==> src/rtl/fib_nth_pkg.sv <==
package fib_nth_pkg;
  typedef enum logic {
    ST_IDLE = 1'b0,
    ST_BUSY = 1'b1
  } fib_state_e;

  // Term value, used to size the result port
  function automatic int unsigned fib_term(input int unsigned idx);
    int unsigned a, b, t;
    a = 0;
    b = 1;
    for (int unsigned i = 0; i < idx; i++) begin
      t = a + b;
      a = b;
      b = t;
    end
    return a;
  endfunction

  function automatic int unsigned bits_for(input int unsigned v);
    int unsigned w;
    w = 1;
    while ((v >> w) != 0) w++;
    return w;
  endfunction
endpackage

==> src/rtl/fib_step_ctrl.sv <==
module fib_step_ctrl
  import fib_nth_pkg::*;
#(
  parameter int unsigned IDX_W = 4
) (
  input  logic             clk_i,
  input  logic             rst_ni,
  input  logic             start_i,
  input  logic [IDX_W-1:0] n_i,
  output logic             seed_o,
  output logic             adv_o,
  output logic             done_o
);
  fib_state_e       state_q;
  logic [IDX_W-1:0] n_q, cnt_q;
  logic             hit;

  assign hit    = (cnt_q == n_q);
  assign seed_o = start_i;
  assign adv_o  = (state_q == ST_BUSY) && !hit && !start_i;
  assign done_o = (state_q == ST_BUSY) && hit;

  always_ff @(posedge clk_i or negedge rst_ni) begin
    if (!rst_ni) begin
      state_q <= ST_IDLE;
      n_q     <= '0;
      cnt_q   <= '0;
    end else if (start_i) begin
      state_q <= ST_BUSY;
      n_q     <= n_i;
      cnt_q   <= '0;
    end else if (adv_o) begin
      cnt_q   <= cnt_q + 1'b1;
    end
  end
endmodule

==> src/rtl/fib_term_regs.sv <==
module fib_term_regs #(
  parameter int unsigned RES_W = 10
) (
  input  logic             clk_i,
  input  logic             rst_ni,
  input  logic             seed_i,
  input  logic             adv_i,
  output logic [RES_W-1:0] cur_o
);
  logic [RES_W-1:0] cur_q, nxt_q, sum, cur_d, nxt_d;
  logic             en;

  assign sum   = cur_q + nxt_q;
  // seed mux replaces preset register contents
  assign cur_d = seed_i ? '0 : nxt_q;
  assign nxt_d = seed_i ? RES_W'(1) : sum;
  assign en    = seed_i | adv_i;

  always_ff @(posedge clk_i or negedge rst_ni) begin
    if (!rst_ni) begin
      cur_q <= '0;
      nxt_q <= '0;
    end else if (en) begin
      cur_q <= cur_d;
      nxt_q <= nxt_d;
    end
  end

  assign cur_o = cur_q;
endmodule

==> src/rtl/fib_nth.sv <==
module fib_nth
  import fib_nth_pkg::*;
#(
  parameter int unsigned IDX_W = 4,
  // lookahead term F(max+1) must also fit
  parameter int unsigned RES_W = bits_for(fib_term((1 << IDX_W)))
) (
  input  logic             clk_i,
  input  logic             rst_ni,
  input  logic             start_i,
  input  logic [IDX_W-1:0] n_i,
  output logic [RES_W-1:0] result_o,
  output logic             done_o
);
  logic seed, adv;

  fib_step_ctrl #(.IDX_W(IDX_W)) u_ctrl (
    .clk_i  (clk_i),
    .rst_ni (rst_ni),
    .start_i(start_i),
    .n_i    (n_i),
    .seed_o (seed),
    .adv_o  (adv),
    .done_o (done_o)
  );

  fib_term_regs #(.RES_W(RES_W)) u_terms (
    .clk_i  (clk_i),
    .rst_ni (rst_ni),
    .seed_i (seed),
    .adv_i  (adv),
    .cur_o  (result_o)
  );
endmodule

==> config.mk <==
export PLATFORM = sky130hd
export DESIGN_NAME = fib_nth
export DESIGN_NICKNAME = d
export VERILOG_FILES = /design/src/rtl/fib_nth_pkg.sv /design/src/rtl/fib_step_ctrl.sv /design/src/rtl/fib_term_regs.sv /design/src/rtl/fib_nth.sv
export SDC_FILE = /design/constraint.sdc
export NUM_CORES = 1
export LEC_CHECK = 0
export ABC_AREA = 1
export BUFFER_PORTS_ARGS = -buffer_cell sky130_fd_sc_hd__buf_2
export CAP_MARGIN = 20
export CORE_UTILIZATION = 58
export CTS_CLUSTER_SIZE = 28
export DETAILED_ROUTE_END_ITERATION = 8
export HOLD_SLACK_MARGIN = 0.03
export PLACE_DENSITY = 0.81
export SETUP_SLACK_MARGIN = 0.05
export SYNTH_ARGS = -nofsm -noshare
export SYNTH_HDL_FRONTEND = slang
export SYNTH_SLANG_ARGS = --single-unit
==> constraint.sdc <==
create_clock -name clk_i -period 2.3 [get_ports clk_i]
set_clock_uncertainty 0.15 [all_clocks]
set_input_delay 0.23 -clock clk_i [delete_from_list [all_inputs] [get_ports clk_i]]
set_output_delay 0.23 -clock clk_i [all_outputs]
set_load 0.02 [all_outputs]
Word level (Yosys, flattened, before mapping)
Cells that the tools add are included.
Storage, ports and cells
  input port bits: 7
  word-level logic and storage cells: 19
  flip-flop bits (word level): 29
  output and inout bits: 11
Cells by class
  $add $sub $neg: 2
  reductions and logical operators: 6
  bitwise logic cells: 1
  equal/unequal tests: 1
  mux-type cells: 4
Operators by type and width (number)
  $mux 10: 2
  $add 10x10->10: 1
  $mux 4: 2
  $add 4x1->4 const B: 1
  $eq 4x4->1: 1
  $logic_and 1x1->1: 3
  $logic_not 1->1: 2
  $reduce_bool 2->1: 1
  $or 1x1->1: 1

Logic depth before layout (Yosys ltp)
Gate-level depths: netlist (run 1).
  depth in word-level cells: 6
  gate-level depth with buffers: 11
  mapped depth without buffers: 10

By module
From an unflattened synthesis (run 1), not the netlist that was laid out.
Second synthesis, totals
  cells, all modules: 212
  area, all modules: 1712.9 µm²
By module, submodules not included
  fib_term_regs: area an instance 1218.7 µm², seq. area each 500.5 µm², times used 1, cells an instance 146
  fib_step_ctrl: area an instance 494.2 µm², seq. area each 225.2 µm², times used 1, cells an instance 66

Least setup slack after synthesis (run 1)
OpenSTA, ideal clock, no wires.
  kind: reg2reg
  start: register u_terms.cur_q[0], in the netlist u_terms.cur_o[0]
  end: register u_terms.nxt_q[8]
  library setup time: 0.117 ns
  cell stages (with the launch flop): 10
  clock period less this slack: 1.948 ns
  path buffers: 0
  setup slack: 0.352 ns
  data required time: 2.033 ns
  data arrival time: 1.681 ns
  cell sequence: dfrtp_1 -> ha_1 -> inv_1 -> fa_1 -> o21ai_0 -> nand2_1 -> nand2_1 -> nand2_1 -> nand3_1 -> nand2_1
Between the ends
  word-level cells in the longest chain between the ends: 2
RTL lines
  start: declaration: line fib_term_regs.sv:10  | logic [RES_W-1:0] cur_q, nxt_q, sum, cur_d, nxt_d;
  start signal: assignment: line fib_term_regs.sv:24  | cur_q <= cur_d;
  $add 10x10->10: line fib_term_regs.sv:13  | assign sum = cur_q + nxt_q;
  $mux 10: line fib_term_regs.sv:16  | assign nxt_d = seed_i ? RES_W'(1) : sum;
  end signal: assignment: line fib_term_regs.sv:25  | nxt_q <= nxt_d;
  end: declaration: line fib_term_regs.sv:10
No other way between the ends.
A chain may end at the register's enable or synchronous reset.

Worst setup path in the final report (run 1)
  start: register u_terms.nxt_q[0]
  end: register u_terms.nxt_q[8]
Between the ends
  word-level cells in the longest chain between the ends: 2
RTL lines (line)
  $add 10x10->10: fib_term_regs.sv:13
  $mux 10: fib_term_regs.sv:16
No other way between the ends.

==> flow_summary.toml, run 1 <==
[detailed_routing]
vias = 1458
postRouteAntennaNets = 0
wl_per_cell_um = 11.5
dr.first_iter.drc_count = 58
drcViolationCount = 0
avgViaCountPerCell = 5.19
firstDrtPassIters = 4
drt-total-wl_um = 3240

[yosys]
synth-seq-cells = 29
syn_nets = 242
avgSynthCellArea_um2 = 7.58
synthesis.area_mm2 = 0.00170
ys.warnings.count = 0
synth_top_cells_by_area = "dfrtp_1, nand2_1, ha_1"
seq_area_frac_synth = 0.427
synthCells = 224
synth_area_leader_cell = "dfrtp_1"
yosysUniqueCellTypes = 27
netlist.area_leader.share = 0.427

[sta]
rsz0062_at_grt = "no"
setup-tns-final_ns = 0
tightest_slew_ns = 0.645
fmax_ghz = 0.512
period_share = 0.849
finalHoldViolCount = 0
slew_headroom = 0.570
final-max-slew-violation-count = 0
period_minus_slack_ns = 1.95
setup_viol = 0
whs_ns = 0.0924

[critical_path]
reg2reg_depth = 9
worstSetupStartpointType = "register"
reg2reg_from = "u_terms.nxt_q[0]"
cp.arrival_ns = 2.05
r2r-end = "u_terms.nxt_q[8]"
critPathMaxFanout = 3
crit_type = "register to register"
worstSetupEndpointType = "register"
crit_required_ns = 2.39
startpoint = "u_terms.nxt_q[0]"
rrSetupSlack_ns = 0.35

[placement]
io_buffers = 17
gp_congestion = 0.822
hpwl_um = 2230
dp_cells = 269

[floorplanning]
start_util = 0.616
die-area_mm2 = 0.00315
io_pins = 18
die_x_um = 56.1
die_h_um = 56.1
rows = 19
core_region_area_mm2 = 0.00276

[grt]
grt_pass1_vias = 1366
grt.total_usage = 0.245
grt_pass1_wl_um = 5750
antenna_found_initial = 0
grt_max_degree = 30
overflow = 0

[clock_tree]
ctsHoldBuffers = 5
clkTransAtPathRegs_ns = 0.10
clock_latency_ns = 0.34
cts-resized-gates = 0
cts_tree = "yes"
cts_buffer_depth = 2
cts_buffers = 5
htree_levels = 2
cts.sinks = 29
cts_setup_buffers = 0
root_buffer = "clkbuf_4"

[power]
finalPower_w = 0.00123
vdd_ir_drop_max_mv = 0.516
p_leak_nw = 1.10
powerDensity_mw_per_mm2 = 645

[layout]
utilization = 0.690
layout.nets = 268
drive_above_1_share = 0.124
fin_cells = 281
n_antenna_cell = 0
area_growth_pct = 12.1

[hold_path]
holdPathEnd = "u_ctrl.n_q[2]"
worstHoldStart = "start_i"
hp-class = "input pin to register"
whs_path_depth = 3

[run_status]
status = "completed"

[flow_run]
cap_violations = 0
==> metal layers <==
metal	up-vias	GRT usage	part of all wire
met3	9	0.0907	0.042
met4	0	0.150	0.026
li1	746	-	-
met1	667	0.283	0.44
met5	-	0	0
met2	36	0.386	0.49
==> flip-flops by register name (all words and copies together), names as in the netlist <==
register / cells
u_terms.cur_o: 10
u_terms.nxt_q: 10
u_ctrl.cnt_q: 4
u_ctrl.state_q: 1
u_ctrl.n_q: 4
==> worst max-delay path by stage <==
stage | depth (start not counted) | endpoint | slack [ns]
global placement | 9 | u_terms.nxt_q[8] | 0.40
finish | 9 | u_terms.nxt_q[8] | 0.35
floorplan | 9 | u_terms.nxt_q[8] | 0.35
CTS | 9 | u_terms.nxt_q[8] | 0.34
detailed placement | 9 | u_terms.nxt_q[8] | 0.35
global route | 9 | u_terms.nxt_q[8] | 0.25
==> stage by stage <==
step	cell area, um2	setup WS, ns
after floorplan	1700	0.352
after global placement	1800	0.399
after detailed placement	1800	0.352
after CTS	1900	0.342
after global routing	1900	0.248
final	1900	0.347
==> placed cells by master (no fill, tap or decap), types with 3 or more instances in the layout <==
| cell | instances |
|---|---|
| dfrtp_1 | 29 |
| nand2_1 | 95 |
| dlygate4sd3_1 | 5 |
| inv_1 | 21 |
| ha_1 | 10 |
| nor2_1 | 16 |
| clkbuf_4 | 5 |
| o21ai_0 | 13 |
| a21oi_1 | 3 |
| xnor2_1 | 3 |
| xor2_1 | 3 |
| buf_2 | 17 |
| nand3_1 | 11 |
==> worst max-delay path, cell delays in order (launching register included) <==
cell and delay (ns):
dfrtp_1 0.38, ha_1 0.20, inv_1 0.06, fa_1 0.42
o21ai_0 0.31, nand2_1 0.12, nand2_1 0.07, nand2_1 0.05
nand3_1 0.07, nand2_1 0.05
==> cell type report <==
class,count,area (um2)
clock buffers,7,55.1
fillers,234,855
inverters,23,91.3
multi-input cells,169,857
flip-flops and latches,29,726
well taps,31,38.8
repair buffers,22,135
==> cell usage after synthesis <==
master    count
a21oi_1       3
and2_1        1
buf_2         1
buf_8         1
clkbuf_1      1
dfrtp_1      29
fa_1          1
ha_1         10
inv_1        21
inv_2         1
inv_6         1
mux2i_1       1
nand2_1      95
nand2_2       1
nand2_4       2
nand3_1      11
nand3b_1      2
nand4_1       1
nor2_1       16
nor2_2        1
nor2_4        1
nor3_1        2
o21ai_0      13
o21bai_1      1
or2_2         1
xnor2_1       3
xor2_1        3
==> power breakdown <==
group	internal [W]	switching, W	total [W]
Clock	0.000144	0.000176	0.000320
Combinational	0.000114	0.000182	0.000296
Sequential	0.000564	0.0000481	0.000612
Total	0.000822	0.000406	0.00123
==> kinds of logic (layout without fill, tap and decap cells) <==
| kind of cell | count (synthesis) | after routing | synth area share |
|---|---|---|---|
| mux | 1 | 1 | 0.00590 |
| compound gates | 17 | 17 | 0.0516 |
| flops | 29 | 29 | 0.427 |
| fa+ha+maj | 11 | 11 | 0.0855 |
| xor+xnor | 6 | 6 | 0.0310 |
| buf+inv | 26 | 52 | 0.0678 |
| simple gates | 134 | 134 | 0.331 |
Power figures use the tool's default switching activity.
==> run 2: changes to the inputs <==
--- a/config.mk
+++ b/config.mk
@@ -5,14 +5,14 @@
 export SDC_FILE = /design/constraint.sdc
 export NUM_CORES = 1
 export LEC_CHECK = 0
-export ABC_AREA = 1
+export ABC_AREA = 0
 export BUFFER_PORTS_ARGS = -buffer_cell sky130_fd_sc_hd__buf_2
 export CAP_MARGIN = 20
-export CORE_UTILIZATION = 58
+export CORE_UTILIZATION = 52
 export CTS_CLUSTER_SIZE = 28
 export DETAILED_ROUTE_END_ITERATION = 8
 export HOLD_SLACK_MARGIN = 0.03
-export PLACE_DENSITY = 0.81
+export PLACE_DENSITY = 0.77
 export SETUP_SLACK_MARGIN = 0.05
 export SYNTH_ARGS = -nofsm -noshare
 export SYNTH_HDL_FRONTEND = slang
==> constraint.sdc (replaced) <==
create_clock -name clk_i -period 1.6 [get_ports clk_i]
set_clock_uncertainty 0.15 [all_clocks]
set_input_delay 0.16 -clock clk_i [delete_from_list [all_inputs] [get_ports clk_i]]
set_output_delay 0.16 -clock clk_i [all_outputs]
set_load 0.02 [all_outputs]
==> run 2 against run 1 <==
The run now ends with setup timing left; clock-buffer cell count fell by 1; cell count rose by 1.1%; critical path type unchanged; critical path depth fell by 3; largest cell class unchanged; power rose by 100%; sequential share of layout area fell by 9.3 points; cell area rose by 34%; die area rose by 12%; clock power rose by 37%; flip-flop and latch count did not move; first-iteration DRC count rose by 50%; global-route usage rose by 3.4 points.
==> flow_summary.toml, run 2 <==
[floorplanning]
rows = 20
io_pins = 18
die-area_mm2 = 0.00351
die_x_um = 59.3
start_util = 0.554
die_h_um = 59.3
core_region_area_mm2 = 0.00308

[detailed_routing]
drt-total-wl_um = 4940
vias = 1604
wl_per_cell_um = 17.4
drcViolationCount = 0
dr.first_iter.drc_count = 87
postRouteAntennaNets = 0
firstDrtPassIters = 5
avgViaCountPerCell = 5.65

[critical_path]
cp_top_family = "compound AO/OA/AOI/OAI gates"
reg2reg_from = "u_terms.nxt_q[1]"
cp_cell_sequence = "ha_4, a21o_1, nand4_1, a2111o_1, a41oi_2, mux2_4"
worstSetupEndpointType = "register"
worstSetupStartpointType = "register"
r2r-end = "u_terms.nxt_q[9]"
critPathMaxFanout = 2
crit_required_ns = 1.69
slowest_stage = "dfrtp_1"
cp_slowest_stage_delay_ns = 0.43
crit_type = "register to register"
reg2reg_depth = 6
cp.arrival_ns = 2.24
cp_num_buf_inv = 0
rrSetupSlack_ns = -0.56

[yosys]
seq_area_frac_synth = 0.426
syn_nets = 184
synth_area_leader_cell = "dfrtp_1"
synthesis.area_mm2 = 0.00171
yosysUniqueCellTypes = 40
synth_top_cells_by_area = "dfrtp_1, ha_1, mux2i_1"
synth-seq-cells = 29
synth_compound_area_frac = 0.162
ys.warnings.count = 0
synth-simple-area-share = 0.153
synthXorXnorAreaFrac = 0.0360
synth-edff-count = 0
synthMuxAreaShare = 0.0976
synth_top_family_by_area = "compound AO/OA/AOI/OAI gates"
avgSynthCellArea_um2 = 10.3
synth.most_common_cell = "dfrtp_1"
synthCells = 166
synthAdderAreaFrac = 0.0851
async_flop_share = 1.00
synth_common_cells = "dfrtp_1, nor2_1, a21oi_1, mux2i_1, ha_1"
netlist.area_leader.share = 0.426
synth_top_flop_cell = "dfrtp_1"

[clock_tree]
clock_latency_ns = 0.35
cts_buffers = 5
cts_tree = "yes"
cts_buffer_depth = 2
root_buffer = "clkbuf_4"
htree_levels = 2
clkTransAtPathRegs_ns = 0.10
cts.sinks = 29

[grt]
grt_max_degree = 30
grt_pass1_wl_um = 7040
grt_pass1_vias = 1511
antenna_found_initial = 0
overflow = 0
grt.total_usage = 0.279

[power]
powerDensity_mw_per_mm2 = 985
vdd_ir_drop_max_mv = 0.766
p_leak_nw = 1.20

[sta]
period_minus_slack_ns = 2.16
slew_headroom = 0.559
setup_viol = 25
setup_ws_ns = -0.556
final-max-slew-violation-count = 0
tightest_slew_ns = 0.661
rsz0062_at_grt = "yes"
finalHoldViolCount = 0
fmax_ghz = 0.464
period_share = 1.35

[hold_path]
hp-class = "input pin to register"
whs_path_depth = 2
worstHoldStart = "start_i"
holdPathEnd = "u_ctrl.cnt_q[0]"

[layout]
n_antenna_cell = 0
area_growth_pct = 49.0
drive_above_1_share = 0.513
layout.nets = 257
fin_cells = 284
layout.cells.most_common = "buf_4"
final_cell_mix = "buf_4, dfrtp_1, nor2_1, buf_2, mux2i_1"

[run_status]
status = "complete, but fails checks"
violations = "setup timing"

[placement]
gp_congestion = 0.821
dp_cells = 253
io_buffers = 17
placement.setup.worst_slack_ns = -0.541
hpwl_um = 2720

[flow_run]
cap_violations = 0
-- run 2: cell families after synthesis --
logic type	count (synthesis)
flops	29
xor+xnor	7
simple gates	52
fa+ha+maj	11
buf+inv	14
compound gates	37
mux	16
-- run 2: worst max path at each step --
stage,end,depth (start not counted),startpoint
CTS,u_terms.nxt_q[9],6,u_terms.cur_o[1]
global route,u_terms.nxt_q[9],6,u_terms.nxt_q[7]
global placement,u_terms.nxt_q[9],6,u_terms.cur_o[1]
finish,u_terms.nxt_q[9],6,u_terms.nxt_q[1]
detailed placement,u_terms.nxt_q[9],6,u_terms.cur_o[1]
floorplan,u_terms.nxt_q[9],6,u_terms.cur_o[1]
-- run 2: timing repair --
action                                  in CTS  in global routing
cloned                                       3                  1
gates resized for setup                     20                 19
endpoints found under the setup margin      25                 25
hold endpoints to repair                    33                  0
hold buffers                                 5                  0
pin swaps                                   10                  6
buffers inserted                            10                  4
-- run 2: layout make-up --
| type | instances | area, um2 |
|---|---|---|
| clock buffers | 6 | 41.3 |
| clock inverters | 2 | 10.0 |
| fillers | 180 | 537 |
| inverters | 6 | 25.0 |
| multi-input cells | 123 | 1130 |
| flip-flops and latches | 29 | 732 |
| well taps | 44 | 55.1 |
| repair buffers | 74 | 552 |
-- run 2: worst reg2reg max path, stage by stage (launching register included) --
cell	delay (ns)
dfrtp_1	0.43
ha_4	0.27
a21o_1	0.14
nand4_1	0.17
a2111o_1	0.42
a41oi_2	0.16
mux2_4	0.31
-- run 2: report_power, final --
| group | internal [W] | switching [W] | leakage, nW |
|---|---|---|---|
| registers | 0.000829 | 0.0000973 | 0.373 |
| clock network | 0.000167 | 0.000273 | 0.0320 |
| logic | 0.000609 | 0.000527 | 0.799 |
| total | 0.00161 | 0.000897 | 1.20 |
-- run 2: per-stage QoR --
| step | cell area [um2] | util | total power (W) | hold slack, ns | TNS, ns |
|---|---|---|---|---|---|
| after detailed placement | 2160 | 0.702 | 0.00174 | 0.0663 | -6.46 |
| final | 2540 | 0.826 | 0.00250 | 0.0908 | -9.01 |
| after global routing | 2540 | 0.826 | 0.00265 | 0.123 | -10.19 |
| after CTS | 2420 | 0.787 | 0.00233 | 0.0888 | -6.64 |
| after floorplan | 1820 | - | 0.00146 | -0.286 | -5.46 |
| after global placement | 2160 | 0.702 | 0.00168 | 0.0633 | -5.51 |
-- run 2: layer usage --
metal  part of all wire  track usage  up-vias
li1                   -            -      735
met1               0.37        0.355      778
met2               0.52        0.461       67
met3              0.060       0.0611       24
met4              0.044        0.112        0
met5                  0            0        -
==> run 3: changes to the inputs <==
--- a/config.mk
+++ b/config.mk
@@ -14,6 +14,7 @@
 export HOLD_SLACK_MARGIN = 0.03
 export PLACE_DENSITY = 0.77
 export SETUP_SLACK_MARGIN = 0.05
+export SKIP_CTS_REPAIR_TIMING = 1
 export SYNTH_ARGS = -nofsm -noshare
 export SYNTH_HDL_FRONTEND = slang
 export SYNTH_SLANG_ARGS = --single-unit
==> run 3 against run 2 <==
The flow still finishes with violations (setup timing); cell area shrank 3.0%; global-route usage is 3.5 points lower; combinational power fell by 16%; via count down 3.0%; clock power about the same; core utilization down 2.5 points; critical path type unchanged; critical endpoint unchanged; highest routed layer unchanged.
==> flow_summary.toml, run 3 (synthesis results as in run 2) <==
[clock_tree]
clkTransAtPathRegs_ns = 0.09
root_buffer = "clkbuf_4"
htree_levels = 2
cts_tree = "yes"
cts_buffers = 5
cts_buffer_depth = 2
clock_latency_ns = 0.35
cts.sinks = 29

[power]
power_frac_clock = 0.190
intPower_w = 0.00150
swShare = 0.356
vdd_ir_drop_max_mv = 0.757
p_leak_nw = 1.17
comb_power_share = 0.411
powerDensity_mw_per_mm2 = 945
sequentialPowerShare = 0.399
finalPower_w = 0.00233
switchingPower_w = 0.000829

[grt]
overflow = 0
antenna_found_initial = 0
grt_pass1_wl_um = 6150
grt_pass1_vias = 1425
grt_max_degree = 30
grt.total_usage = 0.244

[layout]
n_fill_cell = 211
fin_cells = 278
design_area_mm2 = 0.00246
n_antenna_cell = 0
area_growth_pct = 44.5
layout.cells.most_common = "buf_4"
final_cell_mix = "buf_4, dfrtp_1, nor2_1, buf_2, mux2i_1"
drive_above_1_share = 0.470
layout.nets = 251

[sta]
slew_headroom = 0.563
final-max-slew-violation-count = 0
period_minus_slack_ns = 2.17
setup_ws_ns = -0.569
tightest_slew_ns = 0.655
fmax_ghz = 0.461
finalHoldViolCount = 0
setup_viol = 25
rsz0062_at_grt = "yes"
period_share = 1.36

[run_status]
violations = "setup timing"
status = "complete, but fails checks"

[critical_path]
crit_required_ns = 1.69
worstSetupEndpointType = "register"
worstSetupStartpointType = "register"
cp_num_buf_inv = 0
slowest_stage = "dfrtp_2"
reg2reg_from = "u_terms.cur_o[1]"
cp_cell_sequence = "ha_4, a21o_1, nand4_1, a2111o_1, a41oi_2, mux2_4"
critPathMaxFanout = 4
cp.arrival_ns = 2.26
cp_top_family = "compound AO/OA/AOI/OAI gates"
crit_type = "register to register"
startpoint = "u_terms.cur_o[1]"
cp_slowest_stage_delay_ns = 0.45

[detailed_routing]
vias = 1556
avgViaCountPerCell = 5.60
drt-total-wl_um = 4620
wl_per_cell_um = 16.6
postRouteAntennaNets = 0
dr.first_iter.drc_count = 88
drcViolationCount = 0
firstDrtPassIters = 4

[hold_path]
hp-class = "input pin to register"
worstHoldStart = "start_i"

[placement]
hpwl_um = 2720
placed_cell_area_mm2 = 0.00216
dp_cells = 253
gp_congestion = 0.821
io_buffers = 17

[floorplanning]
core_region_area_mm2 = 0.00308
die_h_um = 59.3
io_pins = 18
start_util = 0.554
die_x_um = 59.3
die-area_mm2 = 0.00351
rows = 20

[flow_run]
cap_violations = 0
==> run 3: metrics by stage <==
stage                     utilization  hold slack [ns]  TNS [ns]  setup slack [ns]
final                           0.801           0.0971     -8.52            -0.569
after global routing            0.801            0.121     -9.74            -0.607
after CTS                       0.719           -0.300     -7.12            -0.557
after detailed placement        0.702           0.0663     -6.46            -0.541
after global placement          0.702           0.0633     -5.51            -0.465
after floorplan                     -           -0.286     -5.46            -0.495
==> run 3: metal layers <==
metal	track usage	vias to the layer above	part of all wire
li1	-	721	-
met1	0.297	762	0.41
met2	0.400	55	0.50
met3	0.0677	18	0.059
met4	0.116	0	0.026
met5	0	-	0
==> run 3: path summary, 6_finish.rpt <==
check | endpoint | slack [ns] | cells past startpoint
max | u_terms.nxt_q[9] | -0.57 | 6
min reg2reg | u_terms.cur_o[6] | 0.41 | 2
max reg2reg | u_terms.nxt_q[9] | -0.57 | 6
min in group asynchronous | u_terms.nxt_q[2] | 0.22 | 2
max in group asynchronous | u_terms.cur_o[6] | 0.62 | 2
min | u_terms.cur_o[8] | 0.1 | 2
==> run 3: layout make-up <==
type                            count  area, um2  area share
Timing Repair Buffer               68        513       0.208
Multi-Input combinational cell    123       1090       0.443
Clock buffer                        6       41.3      0.0168
Inverter                            6       22.5     0.00914
Sequential cell                    29        732       0.297
Clock inverter                      2       10.0     0.00406
Tap cell                           44       55.1      0.0223
==> run 3: power groups by stage <==
stage          Clock [W]  Combinational, W  Sequential [W]
2_1_floorplan          0          0.000488        0.000975
3_3_place_gp           0          0.000746        0.000934
3_5_place_dp           0          0.000800        0.000944
4_1_cts         0.000443          0.000804        0.000929
5_1_grt         0.000476           0.00104        0.000942
6_report        0.000442          0.000957        0.000930
